[config.mk]
export PLATFORM = sky130hd
export DESIGN_NAME = serclk_gen
export DESIGN_NICKNAME = d
export VERILOG_FILES = /design/src/rtl/serclk_pkg.sv /design/src/rtl/serclk_prescale.sv /design/src/rtl/serclk_halftimer.sv /design/src/rtl/serclk_sync.sv /design/src/rtl/serclk_gen.sv
export SDC_FILE = /design/constraint.sdc
export NUM_CORES = 1
export LEC_CHECK = 0
export CELL_PAD_IN_SITES_DETAIL_PLACEMENT = 0
export CELL_PAD_IN_SITES_GLOBAL_PLACEMENT = 2
export CORE_ASPECT_RATIO = 2
export CORE_UTILIZATION = 36
export DETAILED_ROUTE_END_ITERATION = 7
export DONT_BUFFER_PORTS = 1
export PLACE_DENSITY_LB_ADDON = 0.1
export SYNTH_ARGS = -nofsm -noshare
export SYNTH_HDL_FRONTEND = slang
export SYNTH_SLANG_ARGS = --single-unit
[constraint.sdc]
create_clock -name clk -period 2.3 [get_ports clk]
set_input_delay 0.23 -clock clk [delete_from_list [all_inputs] [get_ports clk]]
set_output_delay 0.23 -clock clk [all_outputs]
set_load 0.01 [all_outputs]
[src/rtl/serclk_pkg.sv]
package serclk_pkg;
   typedef enum logic [1:0] {
      ST_IDLE = 2'd0,
      ST_RUN  = 2'd1,
      ST_WAIT = 2'd2
   } sc_state_e;

   typedef enum logic [1:0] {
      PH_LEAD  = 2'd0,
      PH_TRAIL = 2'd1,
      PH_HOLD  = 2'd2
   } sc_phase_e;
endpackage

[src/rtl/serclk_prescale.sv]
module serclk_prescale #(
   parameter int P = 5
) (
   input  logic clk,
   input  logic rst_n,
   input  logic run_i,
   input  logic en_i,
   output logic tick_o
);
   if (P < 1) begin : g_bad
      $error("serclk_prescale: P must be at least 1");
   end

   if (P > 1) begin : g_div
      localparam int PW = $clog2(P);
      localparam logic [PW-1:0] LAST = PW'(P - 1);
      logic [PW-1:0] cnt;

      always_ff @(posedge clk or negedge rst_n) begin
         if (!rst_n)               cnt <= '0;
         else if (!run_i || !en_i) cnt <= '0;
         else if (cnt == LAST)     cnt <= '0;
         else                      cnt <= cnt + 1'b1;
      end

      assign tick_o = !en_i || (cnt == LAST);

      // with prescaling active, two base ticks are never adjacent
      AST_PRE_SPACING: assert property (@(posedge clk) disable iff (!rst_n)
         (run_i && en_i && $past(run_i) && $past(en_i) && tick_o) |-> !$past(tick_o));
   end else begin : g_pass
      assign tick_o = 1'b1;
   end
endmodule

[src/rtl/serclk_halftimer.sv]
module serclk_halftimer #(
   parameter int DIV_W   = 16,
   parameter int PRE_DIV = 5
) (
   input  logic             clk,
   input  logic             rst_n,
   input  logic             run_i,
   input  logic             pre_en_i,
   input  logic [DIV_W-1:0] div_i,
   output logic             hdone_o
);
   logic             tick;
   logic [DIV_W-1:0] div_cnt;

   serclk_prescale #(.P(PRE_DIV)) u_pre (
      .clk    (clk),
      .rst_n  (rst_n),
      .run_i  (run_i),
      .en_i   (pre_en_i),
      .tick_o (tick)
   );

   always_ff @(posedge clk or negedge rst_n) begin
      if (!rst_n)      div_cnt <= '0;
      else if (!run_i) div_cnt <= '0;
      else if (tick)   div_cnt <= (div_cnt == div_i) ? '0 : div_cnt + 1'b1;
   end

   assign hdone_o = run_i && tick && (div_cnt == div_i);

   AST_DIV_RANGE: assert property (@(posedge clk) disable iff (!rst_n)
      run_i |-> (div_cnt <= div_i));
endmodule

[src/rtl/serclk_sync.sv]
module serclk_sync #(
   parameter int STAGES = 2
) (
   input  logic clk,
   input  logic rst_n,
   input  logic d_i,
   output logic q_o
);
   if (STAGES < 2) begin : g_bad
      $error("serclk_sync: STAGES must be at least 2");
   end

   logic [STAGES-1:0] sh;

   always_ff @(posedge clk or negedge rst_n) begin
      if (!rst_n) sh <= '0;
      else        sh <= {sh[STAGES-2:0], d_i};
   end

   assign q_o = sh[STAGES-1];
endmodule

[src/rtl/serclk_gen.sv]
module serclk_gen
   import serclk_pkg::*;
#(
   parameter int DIV_W       = 16,
   parameter int PRE_DIV     = 5,
   parameter int CNT_W       = 19,
   parameter int SYNC_STAGES = 2
) (
   input  logic             clk,
   input  logic             rst_n,
   input  logic [DIV_W-1:0] cfg_div,
   input  logic             cfg_pre_en,
   input  logic             cfg_3ph_en,
   input  logic             cfg_adapt_en,
   input  logic             idle_lvl,
   input  logic             req_valid,
   input  logic [CNT_W-1:0] req_cnt,
   input  logic             req_forever,
   input  logic             req_gate_en,
   input  logic             req_gate_lvl,
   input  logic             gate_in,
   input  logic             rtck_in,
   output logic             sclk_out,
   output logic             lead_stb,
   output logic             trail_stb,
   output logic             busy,
   output logic             done
);
   if (DIV_W < 1 || CNT_W < 1) begin : g_bad
      $error("serclk_gen: DIV_W and CNT_W must be positive");
   end

   sc_state_e        st_q;
   sc_phase_e        ph_q;
   logic [DIV_W-1:0] div_q;
   logic [CNT_W-1:0] rem_q;
   logic             pre_q, tph_q, ad_q, fev_q, gen_q, glv_q;
   logic             end_q, sclk_q, lead_q, trail_q, done_q;
   logic             run, hdone, rt_s, fin;

   assign run = (st_q == ST_RUN);

   serclk_halftimer #(.DIV_W(DIV_W), .PRE_DIV(PRE_DIV)) u_tmr (
      .clk      (clk),
      .rst_n    (rst_n),
      .run_i    (run),
      .pre_en_i (pre_q),
      .div_i    (div_q),
      .hdone_o  (hdone)
   );

   serclk_sync #(.STAGES(SYNC_STAGES)) u_rsync (
      .clk   (clk),
      .rst_n (rst_n),
      .d_i   (rtck_in),
      .q_o   (rt_s)
   );

   // end-of-pulse decision: count exhausted or gate level reached
   assign fin = (!fev_q && (rem_q == '0)) || (gen_q && (gate_in == glv_q));

   always_ff @(posedge clk or negedge rst_n) begin
      if (!rst_n) begin
         st_q    <= ST_IDLE;
         ph_q    <= PH_LEAD;
         div_q   <= '0;
         rem_q   <= '0;
         pre_q   <= 1'b0;
         tph_q   <= 1'b0;
         ad_q    <= 1'b0;
         fev_q   <= 1'b0;
         gen_q   <= 1'b0;
         glv_q   <= 1'b0;
         end_q   <= 1'b0;
         sclk_q  <= 1'b0;
         lead_q  <= 1'b0;
         trail_q <= 1'b0;
         done_q  <= 1'b0;
      end else begin
         lead_q  <= 1'b0;
         trail_q <= 1'b0;
         done_q  <= 1'b0;
         case (st_q)
            ST_IDLE: begin
               sclk_q <= idle_lvl;
               if (req_valid) begin
                  div_q <= cfg_div;
                  pre_q <= cfg_pre_en;
                  tph_q <= cfg_3ph_en;
                  ad_q  <= cfg_adapt_en;
                  fev_q <= req_forever;
                  gen_q <= req_gate_en;
                  glv_q <= req_gate_lvl;
                  rem_q <= req_cnt;
                  end_q <= 1'b0;
                  ph_q  <= PH_LEAD;
                  st_q  <= ST_RUN;
               end
            end
            ST_RUN: begin
               if (hdone) begin
                  case (ph_q)
                     PH_LEAD: begin
                        sclk_q <= ~sclk_q;
                        lead_q <= 1'b1;
                        ph_q   <= PH_TRAIL;
                        if (ad_q) st_q <= ST_WAIT;
                     end
                     PH_TRAIL: begin
                        sclk_q  <= ~sclk_q;
                        trail_q <= 1'b1;
                        if (tph_q) begin
                           ph_q <= PH_HOLD;
                           if (ad_q) st_q <= ST_WAIT;
                        end else begin
                           ph_q <= PH_LEAD;
                           if (!fin) rem_q <= rem_q - 1'b1;
                           if (ad_q) begin
                              st_q  <= ST_WAIT;
                              end_q <= fin;
                           end else if (fin) begin
                              st_q   <= ST_IDLE;
                              done_q <= 1'b1;
                           end
                        end
                     end
                     default: begin
                        ph_q <= PH_LEAD;
                        if (fin) begin
                           st_q   <= ST_IDLE;
                           done_q <= 1'b1;
                        end else begin
                           rem_q <= rem_q - 1'b1;
                        end
                     end
                  endcase
               end
            end
            ST_WAIT: begin
               if (rt_s == sclk_q) begin
                  if (end_q) begin
                     st_q   <= ST_IDLE;
                     done_q <= 1'b1;
                  end else begin
                     st_q <= ST_RUN;
                  end
               end
            end
            default: st_q <= ST_IDLE;
         endcase
      end
   end

   assign sclk_out  = sclk_q;
   assign lead_stb  = lead_q;
   assign trail_stb = trail_q;
   assign busy      = (st_q != ST_IDLE);
   assign done      = done_q;

   AST_IDLE_FOLLOW: assert property (@(posedge clk) disable iff (!rst_n)
      ($past(rst_n) && $past(!busy)) |-> (sclk_out == $past(idle_lvl)));

   AST_STB_TOGGLE: assert property (@(posedge clk) disable iff (!rst_n)
      (lead_stb || trail_stb) |-> (sclk_out != $past(sclk_out)));

   AST_STB_EXCL: assert property (@(posedge clk) disable iff (!rst_n)
      $onehot0({lead_stb, trail_stb}));

   AST_ADAPT_STALL: assert property (@(posedge clk) disable iff (!rst_n)
      ((st_q == ST_WAIT) && (rt_s != sclk_out)) |=> $stable(sclk_out));

   AST_DONE_IDLE: assert property (@(posedge clk) disable iff (!rst_n)
      done |-> !busy);
endmodule

* Word-level counts from Yosys, hierarchy flattened *
Index checks and enable logic that the tools add are counted.

storage, ports and cells
  flip-flop bits (word level) = 71
  logic and storage cells = 110

cells by class
  mux-type cells = 49
  bitwise logic cells = 1
  $add $sub $neg = 3
  equality and inequality tests = 17
  reduce and logical (&&, ||, !) cells = 22

operator list
  operator                                             count
  two-way mux 19 bit                                   4
  one-hot mux 19 bit (2 select lines)                  2
  two-way mux 16 bit                                   3
  two-way mux 1 bit                                    20
  two-way mux 2 bit                                    10
  logical NOT 19 bit                                   1
  subtractor 19 x 1 -> 19 bit, second input constant   1
  != test 2 bit, second input constant                 9
  adder 16 x 1 -> 16 bit, second input constant        1
  equality test 16 bit                                 1
  one-hot mux 2 bit (2 select lines)                   3
  AND reduction 3 bit                                  3
  one-hot mux 1 bit (2 select lines)                   4
  two-way mux 3 bit                                    2
  one-hot mux 2 bit (3 select lines)                   1
  AND reduction 6 bit                                  1
  AND reduction 5 bit                                  1
  equality test 2 x 1 -> 1 bit, second input constant  2
  logical AND 1 bit                                    4
  logical NOT 2 bit                                    2
  nonzero test 2 bit                                   2
  adder 3 x 1 -> 3 bit, second input constant          1
  equality test 3 bit, second input constant           1
  logical NOT 1 bit                                    3
  7 further kinds                                      10

* Logic depth before layout (Yosys ltp) *
Gate-level depths: netlist of run 1.

  depth in word-level cells = 9
  gate-level depth with buffers = 10

* Modules after synthesis *
From an unflattened synthesis of run 1, not the netlist that was laid out.

second synthesis, totals
  cell total of the unflattened synthesis = 426
  area, all modules = 4,130.2 µm²

by module, submodules not included
  module            cells each  area each (µm²)  instances
  serclk_gen        270         2,737.6          1
  serclk_halftimer  139         1,186.1          1
  serclk_prescale   15          156.4            1
  serclk_sync       2           50.0             1

* Worst setup path after synthesis of run 1 *
No wires, ideal clock.

  path type = register -> register
  start = reg st_q[1]
  end = reg rem_q[10]
  path slack = 62 ps
  arrival time = 2,101 ps
  setup time = 138 ps
  cell stages (with the launch flop) = 11
  required time = 2,162 ps
  period minus slack after synthesis = 2,238 ps
  cells stage by stage = dfrtp_1 > inv_1 > ha_1 > buf_4 > nand2_4 > a21boi_0 > a21oi_4 > and3_4 > buf_8 > o31ai_1 > a21oi_1

on the way
  word-level cells in the longest chain between the ends = 5

ends and longest elaborated chain
  what                                  RTL line                            text
  start, declared                       serclk_gen.sv:33                    sc_state_e st_q;
  start signal, assigned                serclk_gen.sv:64                    st_q <= ST_IDLE;
  start signal, assigned                serclk_gen.sv:97                    st_q <= ST_RUN;
  start signal, assigned                serclk_gen.sv:107                   if (ad_q) st_q <= ST_WAIT;
  equality test 2 x 1 -> 1 bit          serclk_gen.sv:41, serclk_gen.sv:83
  logical AND 1 bit (2 in a row)        serclk_halftimer.sv:29              assign hdone_o = run_i && tick && (div_cnt == div_i);
  != test 2 bit (no source line)        n/a
  AND reduction 5 bit (no source line)  n/a
  end signal, assigned                  serclk_gen.sv:94                    rem_q <= req_cnt;
  end signal, assigned                  serclk_gen.sv:117                   if (!fin) rem_q <= rem_q - 1'b1;
  end signal, assigned                  serclk_gen.sv:133                   rem_q <= rem_q - 1'b1;
  end, declared                         serclk_gen.sv:36                    logic [CNT_W-1:0] rem_q;

Several ways; a longest one is shown, not always the timed one.
A chain may end at the register's enable or synchronous reset.

* Worst setup path in the final report of run 1 *
  start = reg st_q[0]
  end = reg rem_q[5]

The elaborated chain is that of the path after synthesis.

==> results.py, run 1 <==
metrics = {
    "route": {
        "drtIter0Drc": 116,
        "viasPerCell": 5.53,
        "post_drt_wl_per_cell_um": 19.4,
        "drt_drc_violations_left": 0,
        "routed_wl_mm": 11.8,
        "vias": 3354,
        "dr.pass1.iters": 4,
        "drtAntennaViolNets": 0,
    },
    "cells_and_area": {
        "final_cell_mix": "71 x dfrtp_1, 50 x buf_4, 32 x nand2_1",
        "final_common_cell": "dfrtp_1",
        "finalNetCount": 518,
        "instances_no_fill": 607,
        "area_delta_synth_final_pct": 20.5,
        "n_antenna_cell": 0,
        "drive_above_1_share_pct": 24.0,
    },
    "cts": {
        "insertion_delay_ns": 0.34,
        "root_buffer": "clkbuf_16",
        "numCtsBuffers": 9,
        "clk_pin_slew_ns": 0.06,
        "cts_sinks": 71,
        "htree_levels": 3,
        "clk_path_buf_depth": 2,
        "cts_setup_buffers": 0,
        "cts_tree": "yes",
    },
    "logic_synthesis": {
        "yosysWarningCount": 0,
        "synth_flop_cell": "dfrtp_1",
        "synthTopCellsByArea": "dfrtp_1 44%, mux2_2 6.1%, xor2_1 3.9%",
        "async_reset_ff_share_pct": 100,
        "ys_ff_latch": 71,
        "synth_cell_types": 71,
        "yosys.area.top_type_share_pct": 44.0,
        "syn_nets": 468,
        "post-synth-top-area-cell": "dfrtp_1",
        "synth_area_per_cell_um2": 9.81,
        "synth_edf_count": 0,
        "syn_inst": 412,
        "synth_area_mm2": 0.00404,
        "yosysSeqAreaShare_pct": 44.0,
    },
    "power": {
        "p_clk_share_pct": 21.8,
        "p_int_w": 0.00361,
        "seq_power_share_pct": 34.0,
        "netSwitchingPower_w": 0.00235,
        "share_comb_of_total_power_pct": 44.1,
        "power.density_mw_per_mm2": 1220,
        "power.leakage_nw": 2.06,
        "irDropWorstVdd_v": 0.000515,
        "power_w": 0.00596,
        "swShare_pct": 39.4,
    },
    "timing": {
        "slew_viol_final": 0,
        "fmax_mhz": 464,
        "fin_ws_ns": 0.145,
        "worst_pin_slew_ns": 0.605,
        "period_share_pct": 93.7,
        "rsz0062_at_grt": "false",
        "finalCriticalPeriod_ns": 2.15,
        "slew_headroom_pct": 59.5,
        "setup_violations": 0,
        "hold_viol": 0,
        "clock_skew_ns": 0.00702,
    },
    "worst_hold_path": {
        "min_path_type": "input pin to flip-flop",
        "worstHoldStart": "req_cnt[4]",
    },
    "setup_path": {
        "worstPathArrival_ns": 2.37,
        "path_cells": "inv_1, ha_2, nand2_4, a21boi_0, buf_4, a21oi_4, and3_4, o21ai_0, a221o_1",
        "r2r_start": "st_q[0]$_DFFE_PN0P_",
        "end_kind": "flip-flop",
        "crit_start": "st_q[0]$_DFFE_PN0P_",
        "path_max_fanout": 7,
        "max_stage_delay_ns": 0.43,
        "crit_type": "flip-flop to flip-flop",
        "cp_slowest_cell": "dfrtp_1",
        "rrSetupSlack_ns": 0.15,
        "required_ns": 2.52,
        "critPathLaunchType": "flip-flop",
    },
    "placement": {
        "hpwl_mm": 8.91,
        "placed_cells": 588,
        "routabilityCongestion": 0.809,
        "place_ws_ns": -0.0189,
        "io_buffer_count": 0,
    },
    "status": {
        "status": "completed",
    },
    "grt": {
        "first_global_vias": 3583,
        "grt_first_pass_wirelength_mm": 19.0,
        "grt_start_max_net_pins": 72,
        "antenna_found_initial": 0,
        "grt.total_usage_pct": 21.5,
        "overflow": 0,
    },
    "floorplanning": {
        "rows": 54,
        "io_pins": 52,
        "die_area_mm2": 0.0117,
        "initial_utilization_pct": 36.9,
        "die_w_um": 76.9,
        "coreArea_mm2": 0.0109,
        "die_h_um": 152,
    },
    "job": {
        "maxCapViolCount": 0,
    },
}
-- layer usage --
metal / part of all wire, % / track usage, % / vias to the layer above
met5: 0 / 0 / -
met4: 2.6 / 8.88 / 0
met3: 2.4 / 3.90 / 20
met2: 60 / 42.2 / 60
met1: 35 / 21.3 / 1663
li1: - / - / 1611
-- metrics by stage --
stage	utilization (%)	setup TNS (ns)	cell area (µm²)	hold slack (ns)
2_1_floorplan	-	0	4040	-0.0656
5_1_grt	44.5	0	4870	0.0278
6_report	44.5	0	4870	0.0362
3_5_place_dp	41.4	-0.0198	4530	-0.0631
3_3_place_gp	41.4	-0.000288	4530	-0.0636
4_1_cts	44.4	0	4860	0.0307
-- cell type report --
| class | instances | area, µm² |
|---|---|---|
| fill | 1147 | 6080 |
| multi-input combinational | 312 | 2150 |
| sequential | 71 | 1780 |
| timing repair buffer | 54 | 443 |
| clock buffer | 10 | 229 |
| tap | 140 | 175 |
| inverter | 14 | 52.6 |
| clock inverter | 6 | 45.0 |
-- synth_stat cells (all sizes together), types with 6 or more instances --
cell type and count:
a21oi 18, and3 7, buf 6, clkbuf 9, dfrtp 71, ha 9, inv 13, mux2 22
nand2 35, nand3 15, nor2 29, nor3 19, nor3b 6, nor4 11, o21ai 31, or3 8
xnor2 6, xor2 18
-- power by group through the flow --
stage / clock network [W] / logic, W / registers, W
5_1_grt: 0.00138 / 0.00291 / 0.00208
3_3_place_gp: 0 / 0.00259 / 0.00205
4_1_cts: 0.00133 / 0.00267 / 0.00203
6_report: 0.00130 / 0.00263 / 0.00203
2_1_floorplan: 0 / 0.00167 / 0.00197
3_5_place_dp: 0 / 0.00261 / 0.00206
-- state kept, by name, indices dropped and copies added (netlist names), 2 cells and up --
signal / cells
u_rsync.sh: 2
ph_q: 2
st_q: 2
div_q: 16
rem_q: 19
u_tmr.u_pre.g_div.cnt: 3
u_tmr.div_cnt: 16
-- final timing paths --
kind / to / cells past startpoint
setup / recovery: rem_q[5]$_DFFE_PN0P_ / 9
hold / removal: rem_q[4]$_DFFE_PN0P_ / 2
setup reg to reg: rem_q[5]$_DFFE_PN0P_ / 9
hold reg to reg: u_rsync.sh[1]$_DFF_PN0_ / 0
max in group asynchronous: fev_q$_DFFE_PN0P_ / 2
min in group asynchronous: st_q[0]$_DFFE_PN0P_ / 2
-- logic make-up after synthesis --
logic type	synth area share (%)
flops	44.0
compound gates	17.3
xor+xnor	5.20
fa+ha+maj	2.79
buf+inv	3.34
mux	6.63
simple gates	20.7
-- critical path, delay by kind of cell (launching register included) --
family	cells	cell delay, ns
and+or+nand+nor	2	0.34
buffers and inverters	2	0.30
adders and majority gates	1	0.26
DFF	1	0.43
AOI/OAI and AO/OA	4	0.70
-- timing repair --
| item | 4_1_cts | 5_1_grt |
|---|---|---|
| resized for setup | 1 | 4 |
| setup endpoints to repair | 6 | 23 |
| pin swaps | 0 | 2 |
| hold endpoints to repair | 72 | 0 |
| hold buffers | 3 | 0 |
(Power assumes the default switching activity.)
==> inputs of run 2 (changes only) <==
- CORE_ASPECT_RATIO: 2 -> 1.75
==> run 2 against run 1 <==
  * Sequential power hardly changed
  * Via count is 0.75% lower
  * Clock power is 19% higher
  * Critical path type unchanged
  * Largest power group unchanged
  * Highest routed layer unchanged
==> results.py, run 2 (synthesis gave the netlist of run 1 again) <==
metrics = {
    "status": {
        "status": "completed",
    },
    "grt": {
        "antenna_found_initial": 0,
        "grt_start_max_net_pins": 72,
        "overflow": 0,
        "first_global_vias": 3406,
        "grt.total_usage_pct": 20.9,
        "grt_first_pass_wirelength_mm": 17.9,
    },
    "timing": {
        "fmax_mhz": 450,
        "tns_ns": 0,
        "worst_pin_slew_ns": 0.589,
        "rsz0062_at_grt": "true",
        "hold_viol": 0,
        "finalCriticalPeriod_ns": 2.22,
        "period_share_pct": 96.6,
        "setup_violations": 0,
        "slew_viol_final": 0,
        "clock_skew_ns": 0.0110,
        "slew_headroom_pct": 60.6,
        "fin_hold_ws_ns": 0.0355,
    },
    "power": {
        "power.density_mw_per_mm2": 1250,
        "seq_power_share_pct": 33.2,
        "irDropWorstVdd_v": 0.000517,
        "share_comb_of_total_power_pct": 41.5,
        "netSwitchingPower_w": 0.00230,
        "p_int_w": 0.00382,
        "p_clk_share_pct": 25.3,
        "power.leakage_nw": 2.08,
        "swShare_pct": 37.6,
    },
    "cts": {
        "cts_sinks": 71,
        "htree_levels": 3,
        "clk_path_buf_depth": 2,
        "cts_tree": "yes",
        "clk_pin_slew_ns": 0.06,
        "numCtsBuffers": 9,
        "root_buffer": "clkbuf_16",
        "insertion_delay_ns": 0.33,
    },
    "floorplanning": {
        "rows": 50,
        "die_h_um": 142,
        "coreArea_mm2": 0.0108,
        "die_w_um": 82.1,
        "initial_utilization_pct": 37.3,
        "io_pins": 52,
        "die_area_mm2": 0.0117,
    },
    "setup_path": {
        "path_cells": "or4_4, nor3_2, nand2_2, and3_2, and3_1, a221o_1",
        "critPathLaunchType": "flip-flop",
        "crit_type": "flip-flop to flip-flop",
        "end_kind": "flip-flop",
        "path_max_fanout": 5,
        "worstPathArrival_ns": 2.43,
        "max_stage_delay_ns": 0.57,
        "cp_slowest_cell": "or4_4",
        "worst-path-buf-inv": 0,
        "path_delay_family": "simple AND/OR/NAND/NOR gates",
        "required_ns": 2.51,
    },
    "route": {
        "drt_drc_violations_left": 0,
        "vias": 3329,
        "drtAntennaViolNets": 0,
        "viasPerCell": 5.63,
        "dr.pass1.iters": 4,
        "drtIter0Drc": 202,
        "routed_wl_mm": 11.2,
        "post_drt_wl_per_cell_um": 18.9,
    },
    "cells_and_area": {
        "postLayoutCellArea_mm2": 0.00489,
        "top_regs": "rem_q x19, div_q x16, u_tmr.div_cnt x16",
        "finalNetCount": 512,
        "largest_reg_flops": 19,
        "n_antenna_cell": 0,
        "final_util_pct": 45.1,
        "drive_above_1_share_pct": 23.4,
        "area_delta_synth_final_pct": 20.9,
        "largest-register": "rem_q",
        "final_cell_mix": "71 x dfrtp_1, 42 x buf_4, 32 x nand2_1",
        "final_common_cell": "dfrtp_1",
        "instances_no_fill": 591,
    },
    "job": {
        "maxCapViolCount": 0,
    },
    "placement": {
        "routabilityCongestion": 0.809,
        "io_buffer_count": 0,
        "placed_area_mm2": 0.00446,
        "hpwl_mm": 8.16,
        "placed_cells": 569,
    },
    "worst_hold_path": {
        "min_path_type": "input pin to flip-flop",
    },
}
==> run 2: power groups by stage <==
stage | Clock, W | Sequential, W | Combinational, W
global route | 0.00165 | 0.00210 | 0.00282
detailed placement | 0 | 0.00206 | 0.00249
CTS | 0.00158 | 0.00204 | 0.00254
floorplan | 0 | 0.00197 | 0.00167
finish | 0.00155 | 0.00203 | 0.00254
global placement | 0 | 0.00205 | 0.00249
==> run 2: area by class of cell <==
class	instances	area (µm²)
inverter	14	52.6
timing repair buffer	47	403
multi-input combinational	313	2160
sequential	71	1780
fill	1069	5940
clock buffer	10	239
tap	130	163
clock inverter	6	92.6
==> run 2: stage by stage <==
stage / power (W) / setup WS [ns]
after global placement: 0.00455 / -0.116
after global routing: 0.00656 / -0.0169
final: 0.00612 / 0.0776
after CTS: 0.00617 / 0.0383
after detailed placement: 0.00455 / -0.173
after floorplan: 0.00365 / 0.0616
==> run 2: routing by layer <==
layer | up-vias | global-route usage [%] | routed length, µm
met5 | - | 0 | 0
met4 | 0 | 8.49 | 282
met3 | 20 | 3.27 | 320
met2 | 68 | 38.0 | 6240
met1 | 1642 | 23.2 | 4360
li1 | 1599 | - | -
==> run 2: final timing paths <==
path,start,end,slack [ns],depth (start not counted)
min in group asynchronous,rst_n,sclk_out$_DFFE_PN0P_,0.43,2
max in group asynchronous,rst_n,rem_q[18]$_DFFE_PN0P_,1.53,2
setup / recovery,rem_q[15]$_DFFE_PN0P_,rem_q[5]$_DFFE_PN0P_,0.08,6
setup reg to reg,rem_q[15]$_DFFE_PN0P_,rem_q[5]$_DFFE_PN0P_,0.08,6
hold / removal,req_cnt[4],rem_q[4]$_DFFE_PN0P_,0.04,2
hold reg to reg,u_rsync.sh[0]$_DFF_PN0_,u_rsync.sh[1]$_DFF_PN0_,0.36,0
==> run 2: what timing repair did <==
item / 4_1_cts / 5_1_grt
cloned: 0 / 1
hold buffers: 3 / 0
gates resized for setup: 2 / 4
setup buffers: 0 / 2
pin swaps: 0 / 3
endpoints found under the hold margin: 72 / 0
setup endpoints to repair: 17 / 10
==> inputs of run 3 (changes only) <==
- SYNTH_HIERARCHICAL: default -> 1
==> run 3 against run 2 <==
  * The flow now finishes with violations (negative setup slack)
  * Utilization up 1.2 points
  * Critical path type unchanged
  * Routed wire length up 10%
  * Count of clock-buffer cells in the layout down 1
  * Synthesized cell count up 3.4%
  * Power up 9.9%
  * Setup slack worse by 0.16 ns
  * Clock power down 9.7%
  * Cell area up 5.8%
  * Critical endpoint is now rem_q[7]$_DFFE_PN0P_
  * Largest cell class unchanged
==> results.py, run 3 <==
metrics = {
    "status": {
        "status": "finished with violations",
        "violations": "negative setup slack",
    },
    "logic_synthesis": {
        "syn_inst": 426,
        "synthTopCellsByArea": "dfrtp_1 43%, mux2_2 6.5%, xor2_1 3.6%",
        "async_reset_ff_share_pct": 100,
        "synth_most_common_cell": "dfrtp_1",
        "synthTopCellsByCount": "71 x dfrtp_1, 37 x nand2_1, 26 x o21ai_0",
        "synth_area_mm2": 0.00413,
        "yosysSeqAreaShare_pct": 43.0,
        "yosysWarningCount": 6,
        "synth_area_per_cell_um2": 9.70,
        "post-synth-top-area-cell": "dfrtp_1",
        "synth_flop_cell": "dfrtp_1",
        "syn_nets": 482,
        "ys_ff_latch": 71,
        "synth_cell_types": 69,
        "yosys.area.top_type_share_pct": 43.0,
        "synth_edf_count": 0,
    },
    "floorplanning": {
        "die_area_mm2": 0.0119,
        "io_pins": 52,
        "die_w_um": 83.0,
        "initial_utilization_pct": 37.0,
        "rows": 51,
        "die_h_um": 144,
        "coreArea_mm2": 0.0112,
    },
    "timing": {
        "slew_headroom_pct": 73.8,
        "finalCriticalPeriod_ns": 2.38,
        "setup_violations": 10,
        "fin_ws_ns": -0.0779,
        "worst_pin_slew_ns": 0.394,
        "clock_skew_ns": 0.00689,
        "fin_hold_ws_ns": 0.0438,
        "rsz0062_at_grt": "true",
        "hold_viol": 0,
        "tns_ns": -0.448,
        "slew_viol_final": 0,
        "fmax_mhz": 421,
        "period_share_pct": 103,
    },
    "cells_and_area": {
        "n_antenna_cell": 0,
        "largest-register": "rem_q",
        "top_regs": "rem_q x19, div_q x16, u_tmr/div_cnt x16",
        "area_delta_synth_final_pct": 25.2,
        "final_common_cell": "dfrtp_1",
        "drive_above_1_share_pct": 28.7,
        "final_cell_mix": "71 x dfrtp_1, 58 x buf_4, 37 x nand2_1",
        "finalNetCount": 537,
        "largest_reg_flops": 19,
        "postLayoutCellArea_mm2": 0.00517,
        "final_util_pct": 46.3,
    },
    "grt": {
        "grt_start_max_net_pins": 72,
        "overflow": 0,
        "grt_first_pass_wirelength_mm": 19.3,
        "antenna_found_initial": 0,
        "grt.total_usage_pct": 21.0,
        "first_global_vias": 3585,
    },
    "power": {
        "p_clk_share_pct": 20.8,
        "swShare_pct": 40.5,
        "netSwitchingPower_w": 0.00273,
        "irDropWorstVdd_v": 0.000477,
        "share_comb_of_total_power_pct": 48.9,
        "p_int_w": 0.00400,
        "power.density_mw_per_mm2": 1300,
        "seq_power_share_pct": 30.3,
        "power.leakage_nw": 2.19,
    },
    "route": {
        "post_drt_wl_per_cell_um": 20.0,
        "drtAntennaViolNets": 0,
        "vias": 3544,
        "viasPerCell": 5.74,
        "drt_drc_violations_left": 0,
        "routed_wl_mm": 12.3,
        "dr.pass1.iters": 4,
        "drtIter0Drc": 195,
    },
    "setup_path": {
        "required_ns": 2.51,
        "end_kind": "flip-flop",
        "worstPathArrival_ns": 2.59,
        "critPathLaunchType": "flip-flop",
        "path_max_fanout": 5,
        "crit_type": "flip-flop to flip-flop",
    },
    "worst_hold_path": {
        "min_path_type": "input pin to flip-flop",
    },
    "job": {
        "maxCapViolCount": 0,
    },
    "placement": {
        "placed_area_mm2": 0.00467,
        "routabilityCongestion": 0.820,
        "place_ws_ns": -0.278,
        "io_buffer_count": 0,
        "hpwl_mm": 8.75,
    },
    "cts": {
        "insertion_delay_ns": 0.33,
        "clk_pin_slew_ns": 0.06,
        "htree_levels": 3,
        "clk_path_buf_depth": 2,
        "root_buffer": "clkbuf_16",
        "cts_tree": "yes",
        "cts_sinks": 71,
        "numCtsBuffers": 9,
    },
}
[run 3: changes by cell type after synthesis, moves of 8 or more]
cell     change
a21oi_1      -9
inv_1       +11
a31oi_1     +10
nor2_1       -8
[run 3: repair_timing]
item,CTS,global route
pin swaps,5,3
resized for setup,6,16
endpoints found under the hold margin,72,0
endpoints found under the setup margin,24,21
hold buffers,3,0
gates cloned,0,2
setup buffers,1,1
[run 3: final cells by class]
type | instances | area, µm²
multi-input cells | 313 | 2340
repair buffers | 63 | 514
well taps | 132 | 165
inverters | 23 | 86.3
flip-flops and latches | 71 | 1780
clock buffers | 9 | 225
fillers | 1107 | 6000
clock inverters | 6 | 62.6
[run 3: worst paths after layout]
| path | start | end | slack (ns) | depth (start not counted) |
|---|---|---|---|---|
| setup / recovery | div_q[10]$_DFFE_PN0P_ | rem_q[7]$_DFFE_PN0P_ | -0.08 | 9 |
| hold / removal | cfg_div[15] | div_q[15]$_DFFE_PN0P_ | 0.04 | 1 |
| setup reg to reg | div_q[10]$_DFFE_PN0P_ | rem_q[7]$_DFFE_PN0P_ | -0.08 | 9 |
| hold reg to reg | u_rsync/sh[0]$_DFF_PN0_ | u_rsync/sh[1]$_DFF_PN0_ | 0.35 | 0 |
| max in group asynchronous | rst_n | div_q[11]$_DFFE_PN0P_ | 1.53 | 2 |
| min in group asynchronous | rst_n | u_tmr/u_pre/g_div.cnt[2]$_DFF_PN0_ | 0.43 | 2 |
[run 3: routing by layer]
metal,up-vias,global-route usage (%),wire length (µm)
met5,-,0,0
met4,0,10.1,382
met3,26,3.73,306
met2,60,38.9,6860
met1,1767,23.1,4780
li1,1691,-,-
[run 3: stage by stage]
stage,total power (W),cells
after floorplan,0.00387,426
after global placement,0.00494,595
after detailed placement,0.00498,595
after CTS,0.00647,614
after global routing,0.00715,617
final,0.00673,617
[run 3: cells by family after synthesis]
| logic type | Yosys count | share of synthesized area [%] |
|---|---|---|
| AO/OA/AOI/OAI | 92 | 15.1 |
| XOR/XNOR | 19 | 4.03 |
| adder cells (fa/ha/maj) | 9 | 2.73 |
| buffers and inverters | 44 | 5.06 |
| flip-flops | 71 | 43.0 |
| multiplexers | 27 | 7.27 |
| AND/OR/NAND/NOR | 164 | 22.8 |
[run 3: critical path, cell delays in order (launching register included)]
cell and delay [ns]:
dfrtp_1 0.39, xor2_1 0.22, nor4_2 0.37, nand4_1 0.27
nor2_4 0.16, nand2b_4 0.15, o211a_4 0.19, buf_12 0.13
o21ai_4 0.10, a211o_1 0.28
[run 3: power by group through the flow]
stage | combinational, W | sequential (W) | clock [W]
finish | 0.00329 | 0.00204 | 0.00140
global route | 0.00357 | 0.00210 | 0.00148
CTS | 0.00301 | 0.00204 | 0.00142
detailed placement | 0.00292 | 0.00206 | 0
global placement | 0.00289 | 0.00205 | 0
floorplan | 0.00191 | 0.00196 | 0
